<file path="src/rtl/hdlc_tx_pkg.sv">
`timescale 1ns/1ps
package hdlc_tx_pkg;

    localparam int          OCT_W     = 8;
    localparam int          FCS_W     = 32;
    localparam int          FCS_BYTES = FCS_W / OCT_W;
    localparam logic [7:0]  FLAG_OCT  = 8'h7E;
    localparam logic [7:0]  ESC_OCT   = 8'h7D;
    localparam logic [7:0]  ESC_XOR   = 8'h20;
    localparam logic [31:0] FCS_POLY  = 32'h04C11DB7;

    typedef enum logic [2:0] {
        ST_IDLE,
        ST_ADDR,
        ST_CTL,
        ST_DATA,
        ST_RA2,
        ST_FCS
    } tx_state_e;

    // octet offered by the frame sequencer to the stuffer
    typedef struct packed {
        logic       vld;
        logic       transp;   // subject to escaping
        logic [7:0] oct;
    } raw_oct_t;

    typedef struct packed {
        logic        hdr_en;
        logic        ext_fcs;
        logic        laps_en;
        logic        scr_en;
        logic [7:0]  addr;
        logic [7:0]  ctl;
        logic [15:0] ra_pair;
    } tx_cfg_t;

    function automatic logic [31:0] fcs_step(logic [31:0] c, logic [7:0] d);
        logic [31:0] r;
        logic        fb;
        r = c;
        for (int k = 7; k >= 0; k--) begin
            fb = r[31] ^ d[k];
            r  = {r[30:0], 1'b0};
            if (fb) r = r ^ FCS_POLY;
        end
        return r;
    endfunction

    function automatic logic is_reserved(logic [7:0] b);
        return (b == FLAG_OCT) || (b == ESC_OCT);
    endfunction

endpackage

</file>
<file path="src/rtl/hdlc_fcs_acc.sv">
`timescale 1ns/1ps
module hdlc_fcs_acc
    import hdlc_tx_pkg::*;
(
    input  logic             clk,
    input  logic             rst,
    input  logic             init,
    input  logic             upd,
    input  logic [OCT_W-1:0] din,
    output logic [FCS_W-1:0] crc_next
);
    logic [FCS_W-1:0] crc_q;

    assign crc_next = fcs_step(crc_q, din);

    always_ff @(posedge clk) begin
        if (rst || init) crc_q <= '1;
        else if (upd)    crc_q <= crc_next;
    end
endmodule

</file>
<file path="src/rtl/hdlc_frame_seq.sv">
`timescale 1ns/1ps
module hdlc_frame_seq
    import hdlc_tx_pkg::*;
(
    input  logic             clk,
    input  logic             rst,
    input  tx_cfg_t          cfg,
    input  logic             in_valid,
    input  logic [OCT_W-1:0] in_data,
    input  logic             in_sop,
    input  logic             in_eop,
    input  logic             take,
    input  logic [FCS_W-1:0] crc_next,
    output raw_oct_t         raw,
    output tx_state_e        st,
    output logic             fcs_init,
    output logic             fcs_upd
);
    localparam int CNT_W = $clog2(FCS_BYTES);

    tx_state_e        st_q;
    logic [FCS_W-1:0] fcs_sh;
    logic [CNT_W-1:0] fcs_cnt;

    assign st = st_q;

    always_comb begin
        raw = '0;
        unique case (st_q)
            ST_IDLE: raw = '{vld: 1'b1, transp: 1'b0, oct: FLAG_OCT};
            ST_ADDR: raw = '{vld: 1'b1, transp: 1'b1, oct: cfg.addr};
            ST_CTL:  raw = '{vld: 1'b1, transp: 1'b1, oct: cfg.ctl};
            ST_DATA: begin
                if (in_valid)         raw = '{vld: 1'b1, transp: 1'b1, oct: in_data};
                else if (cfg.laps_en) raw = '{vld: 1'b1, transp: 1'b0, oct: cfg.ra_pair[15:8]};
                else                  raw = '0;
            end
            ST_RA2:  raw = '{vld: 1'b1, transp: 1'b0, oct: cfg.ra_pair[7:0]};
            ST_FCS:  raw = '{vld: 1'b1, transp: 1'b1, oct: fcs_sh[OCT_W-1:0]};
            default: raw = '0;
        endcase
    end

    assign fcs_init = take && (st_q == ST_IDLE);
    assign fcs_upd  = take && raw.transp && (st_q != ST_FCS);

    always_ff @(posedge clk) begin
        if (rst) begin
            st_q    <= ST_IDLE;
            fcs_sh  <= '0;
            fcs_cnt <= '0;
        end else if (take) begin
            unique case (st_q)
                ST_IDLE: if (in_valid && in_sop) st_q <= cfg.hdr_en ? ST_ADDR : ST_DATA;
                ST_ADDR: st_q <= ST_CTL;
                ST_CTL:  st_q <= ST_DATA;
                ST_DATA: begin
                    if (!in_valid) begin
                        st_q <= ST_RA2;
                    end else if (in_eop) begin
                        if (cfg.ext_fcs) begin
                            st_q <= ST_IDLE;
                        end else begin
                            st_q    <= ST_FCS;
                            fcs_sh  <= ~crc_next;
                            fcs_cnt <= '0;
                        end
                    end
                end
                ST_RA2:  st_q <= ST_DATA;
                ST_FCS: begin
                    fcs_sh  <= fcs_sh >> OCT_W;
                    fcs_cnt <= fcs_cnt + 1'b1;
                    if (fcs_cnt == CNT_W'(FCS_BYTES - 1)) st_q <= ST_IDLE;
                end
                default: st_q <= ST_IDLE;
            endcase
        end
    end

    // the second rate-adaptation octet only ever follows the first
    assert_ra_order_R8: assert property (@(posedge clk) disable iff (rst)
        $rose(st_q == ST_RA2) |-> ($past(raw.oct) == $past(cfg.ra_pair[15:8])));

    // FCS phase is entered only from the packet phase
    assert_fcs_entry_R3: assert property (@(posedge clk) disable iff (rst)
        $rose(st_q == ST_FCS) |-> ($past(st_q) == ST_DATA));
endmodule

</file>
<file path="src/rtl/hdlc_octet_stuffer.sv">
`timescale 1ns/1ps
module hdlc_octet_stuffer
    import hdlc_tx_pkg::*;
(
    input  logic             clk,
    input  logic             rst,
    input  raw_oct_t         raw,
    input  logic             out_ready,
    output logic             up_ready,
    output logic             pend,
    output logic             out_vld,
    output logic [OCT_W-1:0] out_oct
);
    logic [OCT_W-1:0] hold;
    logic             need;

    assign need     = raw.transp && is_reserved(raw.oct);
    assign up_ready = out_ready && !pend;
    assign out_vld  = pend || raw.vld;
    assign out_oct  = pend ? hold : (need ? ESC_OCT : raw.oct);

    always_ff @(posedge clk) begin
        if (rst) begin
            pend <= 1'b0;
            hold <= '0;
        end else if (pend) begin
            if (out_ready) pend <= 1'b0;
        end else if (up_ready && raw.vld && need) begin
            pend <= 1'b1;
            hold <= raw.oct ^ ESC_XOR;
        end
    end

    // an escape pair always begins with the escape octet
    assert_esc_lead_R5: assert property (@(posedge clk) disable iff (rst)
        $rose(pend) |-> ($past(out_oct) == ESC_OCT));

    // the second octet of a pair is never itself reserved
    assert_esc_tail_R5: assert property (@(posedge clk) disable iff (rst)
        pend |-> !is_reserved(hold));

    // a stalled pair keeps its second octet
    assert_esc_hold_R12: assert property (@(posedge clk) disable iff (rst)
        (pend && !out_ready) |=> (pend && $stable(hold)));
endmodule

</file>
<file path="src/rtl/hdlc_scr_x43.sv">
`timescale 1ns/1ps
module hdlc_scr_x43
    import hdlc_tx_pkg::*;
#(
    parameter int LEN = 43
) (
    input  logic             clk,
    input  logic             rst,
    input  logic             en,
    input  logic             vld,
    input  logic             rdy,
    input  logic [OCT_W-1:0] in_oct,
    output logic [OCT_W-1:0] out_oct
);
    localparam int KEEP = LEN - OCT_W;

    logic [LEN-1:0] hist;

    assign out_oct = en ? (in_oct ^ hist[LEN-1 -: OCT_W]) : in_oct;

    always_ff @(posedge clk) begin
        if (rst)             hist <= '0;
        else if (vld && rdy) hist <= {hist[KEEP-1:0], out_oct};
    end

    // with scrambling off the history records the plain octets
    assert_hist_plain_R11: assert property (@(posedge clk) disable iff (rst)
        (!en && vld && rdy) |=> (hist[OCT_W-1:0] == $past(in_oct)));
endmodule

</file>
<file path="src/rtl/hdlc_laps_tx.sv">
`timescale 1ns/1ps
module hdlc_laps_tx
    import hdlc_tx_pkg::*;
(
    input  logic        clk,
    input  logic        rst,
    input  logic        cfg_hdr_en,
    input  logic [7:0]  cfg_addr,
    input  logic [7:0]  cfg_ctl,
    input  logic        cfg_ext_fcs,
    input  logic        cfg_laps_en,
    input  logic [15:0] cfg_ra_pair,
    input  logic        cfg_scr_en,
    input  logic        in_valid,
    input  logic [7:0]  in_data,
    input  logic        in_sop,
    input  logic        in_eop,
    output logic        in_ready,
    output logic        out_valid,
    output logic [7:0]  out_data,
    input  logic        out_ready
);
    tx_cfg_t          cfg;
    raw_oct_t         raw;
    tx_state_e        seq_st;
    logic             fcs_init, fcs_upd, take, up_ready, stf_pend;
    logic [FCS_W-1:0] crc_next;
    logic [OCT_W-1:0] stf_oct;

    assign cfg = '{hdr_en: cfg_hdr_en, ext_fcs: cfg_ext_fcs, laps_en: cfg_laps_en,
                   scr_en: cfg_scr_en, addr: cfg_addr, ctl: cfg_ctl, ra_pair: cfg_ra_pair};

    assign take     = up_ready && raw.vld;
    assign in_ready = (seq_st == ST_DATA) && up_ready;

    hdlc_frame_seq u_seq (
        .clk(clk), .rst(rst), .cfg(cfg),
        .in_valid(in_valid), .in_data(in_data), .in_sop(in_sop), .in_eop(in_eop),
        .take(take), .crc_next(crc_next), .raw(raw), .st(seq_st),
        .fcs_init(fcs_init), .fcs_upd(fcs_upd)
    );

    hdlc_fcs_acc u_fcs (
        .clk(clk), .rst(rst), .init(fcs_init), .upd(fcs_upd),
        .din(raw.oct), .crc_next(crc_next)
    );

    hdlc_octet_stuffer u_stf (
        .clk(clk), .rst(rst), .raw(raw), .out_ready(out_ready),
        .up_ready(up_ready), .pend(stf_pend), .out_vld(out_valid), .out_oct(stf_oct)
    );

    hdlc_scr_x43 #(.LEN(43)) u_scr (
        .clk(clk), .rst(rst), .en(cfg_scr_en), .vld(out_valid), .rdy(out_ready),
        .in_oct(stf_oct), .out_oct(out_data)
    );

    // between frames the line carries flags
    assert_idle_flag_R1: assert property (@(posedge clk) disable iff (rst)
        (seq_st == ST_IDLE && !stf_pend && !cfg_scr_en) |-> (out_valid && out_data == FLAG_OCT));

    // plain HDLC mode stalls on an underrun inside a frame
    assert_hdlc_stall_R10: assert property (@(posedge clk) disable iff (rst)
        (!cfg_laps_en && seq_st == ST_DATA && !in_valid && !stf_pend) |-> !out_valid);

    // no input is taken while the second octet of a pair goes out
    assert_pair_noready_R6: assert property (@(posedge clk) disable iff (rst)
        ($rose(stf_pend) && out_ready) |-> !in_ready);
endmodule

</file>
<file path="config.mk">
export PLATFORM = sky130hd
export DESIGN_NAME = hdlc_laps_tx
export DESIGN_NICKNAME = d
export VERILOG_FILES = /design/src/rtl/hdlc_tx_pkg.sv /design/src/rtl/hdlc_fcs_acc.sv /design/src/rtl/hdlc_frame_seq.sv /design/src/rtl/hdlc_octet_stuffer.sv /design/src/rtl/hdlc_scr_x43.sv /design/src/rtl/hdlc_laps_tx.sv
export SDC_FILE = /design/constraint.sdc
export NUM_CORES = 1
export LEC_CHECK = 0
export ABC_AREA = 1
export BUFFER_PORTS_ARGS = -buffer_cell sky130_fd_sc_hd__buf_2
export CAP_MARGIN = 30
export CORE_AREA = 2 2 171 123
export CTS_CLUSTER_SIZE = 30
export DETAILED_ROUTE_END_ITERATION = 6
export DIE_AREA = 0 0 173 125
export HOLD_SLACK_MARGIN = 0.08
export SLEW_MARGIN = 15
export SYNTH_ARGS = -nofsm -noshare
export SYNTH_HDL_FRONTEND = slang
export SYNTH_SLANG_ARGS = --single-unit
</file>
<file path="constraint.sdc">
create_clock -name clk -period 4.5 [get_ports clk]
set_input_delay 1.125 -clock clk [delete_from_list [all_inputs] [get_ports clk]]
set_output_delay 1.125 -clock clk [all_outputs]
set_load 0.05 [all_outputs]
</file>
==> flow_metrics.tcl, run 1 <==
set metrics [dict create \
    grt_pass1_vias 6114 \
    die_h_microns 125 \
    power_switching_mw 1.678 \
    ios 60 \
    synth.avg_cell_area_sq_um 6.663 \
    syn_inst 1034 \
    dp_hpwl_microns 16040 \
    grt_pass1_wl_microns 34960 \
    synthesis.area_sq_um 6889 \
    port_buffers 59 \
    initial_core_util_pct 34.19 \
    maxSlewHeadroom_pct 45.82 \
    p_sw_share_pct 40.33 \
    drc_errors 1 \
    nNetsFinal 1134 \
    drv_cap 0 \
    avgViaCountPerCell 5.085 \
    most-common-layout-cells "270 x nand2_1, 126 x nor2_1, 121 x dfxtp_1" \
    num-fill-cells 2197 \
    seq_area_frac_synth_pct 35.16 \
    tightest_slew_ns 0.8115 \
    antenna_found_initial 0 \
    p_leak_nw 3.803 \
    final-setup-viol-count 0 \
    drtIter0Drc 772 \
    die_w_microns 173 \
    clkPwrFrac_pct 34.3 \
    powerDensity_nw_per_um2 515.8 \
    htree_levels 4 \
    critical_path_class "primary input to output port" \
    core-area_sq_um 20150 \
    combPwrFrac_pct 37.0 \
    dr_total_vias 6977 \
    mostFrequentLayoutCell "nand2_1" \
    cp_cell_sequence "buf_2 > inv_1 > nand3_1 > nand2_1 > nand2_1 > nand2_1 > nor2_1 > nand2_2 > o21ai_0 > xor2_1 > inv_1 > buf_2" \
    holdBufCountCts 0 \
    cts_tree "yes" \
    grt-ovfl-total 0 \
    worstHoldPathCells 2 \
    wl_microns 22110 \
    avgRoutedWirePerCell_microns 16.12 \
    worstReg2RegStart "u_seq.st[1]" \
    crit_path_start_kind "primary input" \
    violations "DRC" \
    status "finished, violations left" \
    synth_top_cell_by_area "dfxtp_1" \
    gp_congestion 0.9599 \
    clk_path_buf_depth 2 \
    synth_nets 1085 \
    p_seq_share_pct 28.7 \
    post-place-cells 1340 \
    yosys_warnings 0 \
    min_path_type "flip-flop to flip-flop" \
    grt_usage_pct 20.91 \
    p_int_mw 2.483 \
    hold_violations 0 \
    hold-path-endpoint "u_stf.hold[2]" \
    cp.arrival_ns 3.09 \
    crit_path_max_fanout 15 \
    ys_seq_elements 121 \
    grt_max_degree 53 \
    cpPeakStageDelay_ns 0.43 \
    slew_viol_final 0 \
    area_delta_synth_final_pct 17.11 \
    yosysUniqueCellTypes 44 \
    cts.repair.resized 0 \
    drt_pass1_iterations 7 \
    post_cts_buffers 0 \
    stdcell_count 1372 \
    die_area_sq_um 21630 \
    rows 44 \
    min_from "u_stf.hold[2]" \
    synth_area_leaders "dfxtp_1 35%, nand2_1 15%, nand3_1 7.0%" \
    cp_data_required_time_ns 3.38 \
    clk-insertion-delay-late_ns 0.43 \
    fmax_mhz 237.4 \
    timing.rr.end "u_seq.fcs_sh[8]" \
    end_kind "output port" \
    synth_top_area_share_pct 35.16 \
    ant_nets 0 \
    min_period_ns 4.213 \
    drive_gt1_share_pct 17.24 \
    antennaDiodeCount 0 \
    clock-skew-final_ns 0.008941 \
    cts_root_buffer "clkbuf_16" \
    fin_crit_sh_pct 93.62 \
    reg2reg_slack_ns 1.29 \
    clk_pin_slew_worst_paths_ns 0.05 \
    crit_path_top_delay_cell "o21ai_0" \
    ir_drop_uv 279.8 \
    rsz0062_at_grt "no" \
    clkSinkCount 121 \
    path_common_cell "nand2_1" \
    fin_setup_tns_ns 0 \
    r2r_cells 19 \
    numCtsBuffers 17 \
]
-- flip-flops by register name (all words and copies together) (netlist names) --
name           flops
u_seq.fcs_sh      32
u_scr.hist        43
u_stf.hold         8
u_seq.st           3
u_seq.fcs_cnt      2
u_fcs.crc_q       32
u_stf.pend         1
-- power groups by stage --
stage          Sequential (mW)  Combinational (mW)  Clock [mW]
2_1_floorplan             1.20                1.12           0
3_3_place_gp              1.21                1.49           0
3_5_place_dp              1.21                1.49           0
4_1_cts                   1.19                1.50        1.45
5_1_grt                   1.20                1.69        1.50
6_report                  1.19                1.54        1.43
-- stage by stage --
stage | worst slack, ns | power, mW | util [%] | area (sq um) | hold slack, ns
after floorplan | 0.7603 | 2.311 | - | 6889 | 0.4314
after global placement | 0.3429 | 2.700 | 36.86 | 7427 | 0.4430
after detailed placement | 0.3442 | 2.706 | 37.00 | 7455 | 0.4482
after CTS | 0.3322 | 4.139 | 40.04 | 8068 | 0.4566
after global routing | 0.006861 | 4.396 | 40.04 | 8068 | 0.4716
final | 0.2872 | 4.161 | 40.04 | 8068 | 0.4551
-- per-layer routing --
metal | vias to the layer above | global-route usage (%) | wire length [microns]
li1 | 3436 | - | -
met1 | 3217 | 32.78 | 11470
met2 | 288 | 26.80 | 8232
met3 | 36 | 5.839 | 2025
met4 | 0 | 6.481 | 382
met5 | - | 0 | 0
-- cells by family after synthesis --
family                     after synthesis  synth area share (%)
DFF                                    121                 35.16
buffers and inverters                  125                 7.809
xor gates and xnor gates                42                 5.666
and+or+nand+nor                        559                 36.32
adders and majority gates                1                0.1816
AOI/OAI and AO/OA                      186                 14.86
-- critical path: cells and delay by family --
| family | cells | cell delay, ns |
|---|---|---|
| compound gates | 1 | 0.43 |
| buf+inv | 4 | 0.69 |
| simple gates | 6 | 0.59 |
| xor+xnor | 1 | 0.23 |
-- layout make-up --
class	instances	area, sq um	area share [%]
Timing Repair Buffer	77	450.4	5.583
Inverter	78	304.0	3.769
Sequential cell	121	2422	30.02
Tap cell	276	345.3	4.280
Multi-Input combinational cell	788	3933	48.74
Clock buffer	20	446.7	5.537
Clock inverter	12	166.4	2.063
-- Yosys cell counts (all sizes together) --
| cell type | number |
|---|---|
| ha | 1 |
| nand3 | 103 |
| a211oi | 1 |
| xor2 | 38 |
| dfxtp | 121 |
| o211a | 1 |
| o21a | 1 |
| o21bai | 1 |
| nand2 | 306 |
| buf | 12 |
| o21ai | 82 |
| xnor2 | 4 |
| clkinv | 1 |
| a31oi | 2 |
| a21boi | 1 |
| clkbuf | 35 |
| nor3 | 2 |
| o211ai | 12 |
| nor2 | 140 |
| nand4 | 6 |
| a21oi | 83 |
| or2 | 1 |
| nor3b | 1 |
| inv | 77 |
| a221oi | 2 |
-- worst max-delay path by stage --
stage	start	end	slack, ns	cells after the start
4_1_cts	in_valid	out_data[2]	0.33	12
3_5_place_dp	in_valid	out_data[2]	0.34	12
6_report	in_valid	out_data[2]	0.29	12
3_3_place_gp	in_valid	out_data[2]	0.34	12
5_1_grt	u_seq.st[1]	out_data[1]	0.007	13
2_1_floorplan	cfg_laps_en	out_data[1]	0.76	14
Note: power is estimated with default switching activity, not from simulation.
==> inputs of run 2 (changes only) <==
Settings changed: RECOVER_POWER set to 100.
==> run 2 against run 1 <==
The flow finishes with violations (capacitance limit); clock power is essentially flat; global-route usage unchanged; power decreased by 0.95%; first-iteration DRC count rose by 5.8%; setup slack worse by 0.017 ns; die area is the same; clock skew up 0.0034 ns; non-clock buffer count unchanged; register-to-register slack got worse by 0.36 ns; highest routed layer unchanged.
==> flow_metrics.tcl, run 2 (synthesis gave the netlist of run 1 again) <==
set metrics [dict create \
    top_usage_layer "met1" \
    power_switching_mw 1.658 \
    ant_nets 0 \
    htree_levels 4 \
    post_cts_buffers 0 \
    critical_path_class "primary input to output port" \
    p_int_mw 2.464 \
    slew_viol_final 0 \
    worstHoldPathCells 2 \
    cpPeakStageDelay_ns 0.39 \
    area_delta_synth_final_pct 15.49 \
    gp_congestion 0.9599 \
    largest_reg_flops 43 \
    grt_pass1_vias 6114 \
    drc_errors 0 \
    min_period_ns 4.229 \
    p_seq_share_pct 29.0 \
    cts_tree "yes" \
    drtIter0Drc 817 \
    clk_path_buf_depth 2 \
    p_leak_nw 3.753 \
    clk_pin_slew_worst_paths_ns 0.05 \
    avgRoutedWirePerCell_microns 16.08 \
    timing.rr.end "u_seq.fcs_sh[8]" \
    drv_cap 1 \
    wl_microns 22060 \
    die_w_microns 173 \
    ios 60 \
    grt_pass1_wl_microns 34960 \
    met1_usage_pct 32.78 \
    met3_usage_pct 5.839 \
    crit_path_start_kind "primary input" \
    drive_gt1_share_pct 14.69 \
    fin_area_sq_um 7956 \
    p_sw_share_pct 40.22 \
    port_buffers 59 \
    met2_usage_pct 26.80 \
    die_h_microns 125 \
    ir_drop_uv 277.1 \
    final-setup-viol-count 0 \
    min_from "u_stf.hold[2]" \
    crit_path_max_fanout 15 \
    fin_crit_sh_pct 93.99 \
    dp_hpwl_microns 16040 \
    r2r_cells 19 \
    numCtsBuffers 17 \
    hold-path-endpoint "u_stf.hold[2]" \
    path_common_cell "nand2_1" \
    min_path_type "flip-flop to flip-flop" \
    setup_ws_ns 0.2707 \
    reg.largest.list "u_scr.hist: 43 flops, u_fcs.crc_q: 32 flops, u_seq.fcs_sh: 32 flops" \
    tightest_slew_ns 1.473 \
    rsz0062_at_grt "no" \
    maxSlewHeadroom_pct 1.663 \
    pre_cts_ws_ns 0.3442 \
    status "finished, violations left" \
    fmax_mhz 236.4 \
    most-common-layout-cells "277 x nand2_1, 130 x nor2_1, 121 x dfxtp_1" \
    clock-skew-final_ns 0.01232 \
    core-area_sq_um 20150 \
    crit_start "in_valid" \
    rows 44 \
    fin_setup_tns_ns 0 \
    grt_max_degree 53 \
    clk-insertion-delay-late_ns 0.43 \
    avgViaCountPerCell 5.041 \
    cts_root_buffer "clkbuf_16" \
    drt_pass1_iterations 5 \
    placed_area_sq_um 7455 \
    clkSinkCount 121 \
    antenna_found_initial 0 \
    hold_violations 0 \
    violations "capacitance limit" \
    cp.arrival_ns 3.10 \
    holdBufCountCts 0 \
    cts.repair.resized 0 \
    nNetsFinal 1134 \
    cp_cell_sequence "buf_2 > inv_1 > nand3_1 > nand2_1 > nand2_1 > nand2_1 > nor2_1 > nand2_1 > o21ai_0 > xor2_1 > inv_1 > clkbuf_2" \
    cp_data_required_time_ns 3.38 \
    end_kind "output port" \
    mostFrequentLayoutCell "nand2_1" \
    die_area_sq_um 21630 \
    dr_total_vias 6916 \
    worstReg2RegStart "u_seq.st[0]" \
    powerDensity_nw_per_um2 518.1 \
    combPwrFrac_pct 36.4 \
    crit_path_top_delay_cell "o21ai_0" \
    antennaDiodeCount 0 \
    clkPwrFrac_pct 34.7 \
    reg2reg_slack_ns 0.93 \
    grt-ovfl-total 0 \
    regMostFlops "u_scr.hist" \
    initial_core_util_pct 34.19 \
    grt_usage_pct 20.91 \
]
run 2: changes by cell type in the layout (fill, tap and decap cells not counted), sizes merged:
cell / change
clkinvlp: +1
inv: -1
clkbuf: +15
buf: -15
run 2: worst max-delay path by stage:
stage / end / slack, ns / depth (start not counted)
finish: out_data[2] / 0.27 / 12
global route: out_data[6] / 0.02 / 11
CTS: out_data[2] / 0.33 / 12
global placement: out_data[2] / 0.34 / 12
floorplan: out_data[1] / 0.76 / 14
detailed placement: out_data[2] / 0.34 / 12
run 2: power by group through the flow:
| stage | clock network (mW) | registers [mW] | logic [mW] |
|---|---|---|---|
| floorplan | 0 | 1.20 | 1.12 |
| global placement | 0 | 1.21 | 1.49 |
| detailed placement | 0 | 1.21 | 1.49 |
| CTS | 1.45 | 1.19 | 1.50 |
| global route | 1.50 | 1.20 | 1.66 |
| finish | 1.43 | 1.19 | 1.50 |
run 2: worst max-delay path, delay by kind of cell:
kind / cells / cell delay, ns
and+or+nand+nor: 6 / 0.63
buffers and inverters: 4 / 0.72
xor gates and xnor gates: 1 / 0.23
AOI/OAI and AO/OA: 1 / 0.39
run 2: per-layer routing:
metal  vias to the layer above  part of all wire [%]  routed length (microns)
met5                         -                     0                        0
met4                         0                   1.7                      371
met3                        28                    10                     2272
met2                       300                    37                     8106
met1                      3150                    51                    11310
li1                       3438                     -                        -
run 2: final cells by class:
type                       count  area, sq um
multi-input combinational    788         3875
tap                          276        345.3
fill                        2213        12190
clock buffer                  20        446.7
inverter                      78        302.8
clock inverter                12        166.4
sequential                   121         2422
timing repair buffer          77        397.9
run 2: through the flow:
stage               hold WS [ns]  util [%]  std cells  power [mW]
global route              0.4716     39.49       1372       4.361
CTS                       0.4566     40.04       1372       4.139
global placement          0.4430     36.86       1339       2.700
detailed placement        0.4482     37.00       1340       2.706
finish                    0.4545     39.49       1372       4.122
floorplan                 0.4314         -       1034       2.311
==> inputs of run 3 (changes only) <==
Clock period 4.5 ns to 5.2 ns, I/O delays scaled along.
==> run 3 against run 2 <==
The run now ends clean; highest routed layer unchanged; clock skew is 0.0036 ns lower; die area stayed put; non-clock buffer count is 8 lower; sequential power is 13% lower; count of clock-buffer cells in the layout is 1 lower; critical path depth is 1 lower; register-to-register slack worse by 0.10 ns; hold slack better by 0.0044 ns; first-iteration DRC count is 24% lower; sequential cell count stayed put; largest power group unchanged; wire length is 0.18% higher.
==> flow_metrics.tcl, run 3 (synthesis gave the netlist of run 1 again) <==
set metrics [dict create \
    regMostFlops "u_scr.hist" \
    mostFrequentLayoutCell "nand2_1" \
    pre_cts_ws_ns 0.6768 \
    cp_data_required_time_ns 3.90 \
    status "completed" \
    drtIter0Drc 623 \
    clk_pin_slew_worst_paths_ns 0.06 \
    holdBufCountCts 0 \
    rsz0062_at_grt "no" \
    path_buf_inv 3 \
    wl_microns 22100 \
    fin_area_sq_um 7860 \
    tightest_slew_ns 1.445 \
    min_from "u_stf.hold[3]" \
    ant_nets 0 \
    grt_pass1_wl_microns 34500 \
    fin_util_pct 39.01 \
    p_leak_nw 3.708 \
    rows 44 \
    die_h_microns 125 \
    initial_core_util_pct 34.19 \
    hold_violations 0 \
    dr_total_vias 6828 \
    seqCellArea_sq_um 2422 \
    die_w_microns 173 \
    drv_cap 0 \
    cts_root_buffer "clkbuf_16" \
    antennaDiodeCount 0 \
    crit_start "u_seq.st[2]" \
    numCtsBuffers 17 \
    reg.largest.list "u_scr.hist: 43 flops, u_fcs.crc_q: 32 flops, u_seq.fcs_sh: 32 flops" \
    post-place-cells 1332 \
    die_area_sq_um 21630 \
    clock-skew-final_ns 0.008707 \
    clk_path_buf_depth 2 \
    min_path_type "flip-flop to flip-flop" \
    num-fill-cells 2281 \
    setup_ws_ns 0.3507 \
    powerDensity_nw_per_um2 445.4 \
    crit_path_start_kind "flip-flop" \
    avgViaCountPerCell 5.010 \
    hold_ws_ns 0.4588 \
    placed_area_sq_um 7395 \
    largest_reg_flops 43 \
    grt-ovfl-total 0 \
    path_common_cell "nand2_1" \
    dp_hpwl_microns 15860 \
    cts_tree "yes" \
    grt_pass1_vias 5974 \
    gp_congestion 0.9713 \
    port_buffers 59 \
    fin_setup_tns_ns 0 \
    core-area_sq_um 20150 \
    drt_pass1_iterations 5 \
    htree_levels 4 \
    fin_crit_sh_pct 93.26 \
    cp_cell_sequence "clkinv_2 > nand2_1 > nor2_1 > nand2_1 > nand2_1 > nor2_1 > nand2_1 > o21ai_0 > xor2_1 > inv_1 > buf_2" \
    maxSlewHeadroom_pct 3.577 \
    critical_path_class "flip-flop to output port" \
    crit_path_top_delay_cell "dfxtp_1" \
    cts.repair.resized 0 \
    avgRoutedWirePerCell_microns 16.21 \
    area_delta_synth_final_pct 14.09 \
    fmax_mhz 206.2 \
    min_period_ns 4.849 \
    end_kind "output port" \
    cpPeakStageDelay_ns 0.83 \
    final-setup-viol-count 0 \
    clkSinkCount 121 \
    clk-insertion-delay-late_ns 0.42 \
    ir_drop_uv 193.1 \
    drc_errors 0 \
    nNetsFinal 1126 \
    drive_gt1_share_pct 13.80 \
    grt_max_degree 53 \
    grt_usage_pct 20.52 \
    post_cts_buffers 0 \
    crit_path_max_fanout 18 \
    multi_input_area_sq_um 3850 \
    critPathTopFamily "simple AND/OR/NAND/NOR gates" \
    slew_viol_final 0 \
    ios 60 \
    stdcell_count 1363 \
    most-common-layout-cells "278 x nand2_1, 134 x nor2_1, 121 x dfxtp_1" \
    antenna_found_initial 0 \
    p_total_mw 3.501 \
    cp.arrival_ns 3.55 \
    worstReg2RegStart "u_seq.st[0]" \
]
==> run 3: changes by cell type in the layout (fill, tap and decap cells not counted), sizes merged <==
cell	before	now
buf	62	58
inv	78	80
clkbuf	35	30
clkinv	6	3
clkinvlp	3	5
bufinv	3	2
==> run 3: power by group <==
part           switching, mW  internal, mW  total, mW
Combinational          0.913         0.361       1.27
Clock                  0.458         0.733       1.19
Sequential            0.0493         0.987       1.04
==> run 3: path summary, 6_finish.rpt <==
kind / end / slack (ns) / cells after the start
worst max-delay path: out_data[3] / 0.35 / 11
worst min-delay path: u_stf.hold[3] / 0.46 / 2
worst max register to register: u_seq.fcs_sh[12] / 0.83 / 16
worst min register to register: u_stf.hold[3] / 0.46 / 2
==> run 3: layer usage <==
layer	routed length (microns)	vias up	GRT usage, %
met4	207	0	5.085
met3	1492	17	4.592
met1	11930	3158	33.01
met5	0	-	0
met2	8472	229	26.71
li1	-	3424	-
==> run 3: layout make-up <==
type | count | area share [%]
inverter | 78 | 3.852
sequential | 121 | 30.82
timing repair buffer | 69 | 4.425
tap | 276 | 4.394
clock inverter | 12 | 1.767
clock buffer | 19 | 5.762
multi-input combinational | 788 | 48.98
==> run 3: worst register-to-register path, cell delays in order, from the launching register on <==
cell and delay, ns:
dfxtp_1 0.78, nand2_1 0.10, nor2_1 0.60, a21boi_0 0.30
nand2_1 0.24, nand2_1 0.07, nand2_1 0.50, nand2_1 0.12
nand2_1 0.35, nand2_1 0.13, nand2_1 0.24, clkinvlp_2 0.33
nand3_2 0.12, nand2_1 0.15, nand2_1 0.10, nand2_1 0.06
a21oi_1 0.11
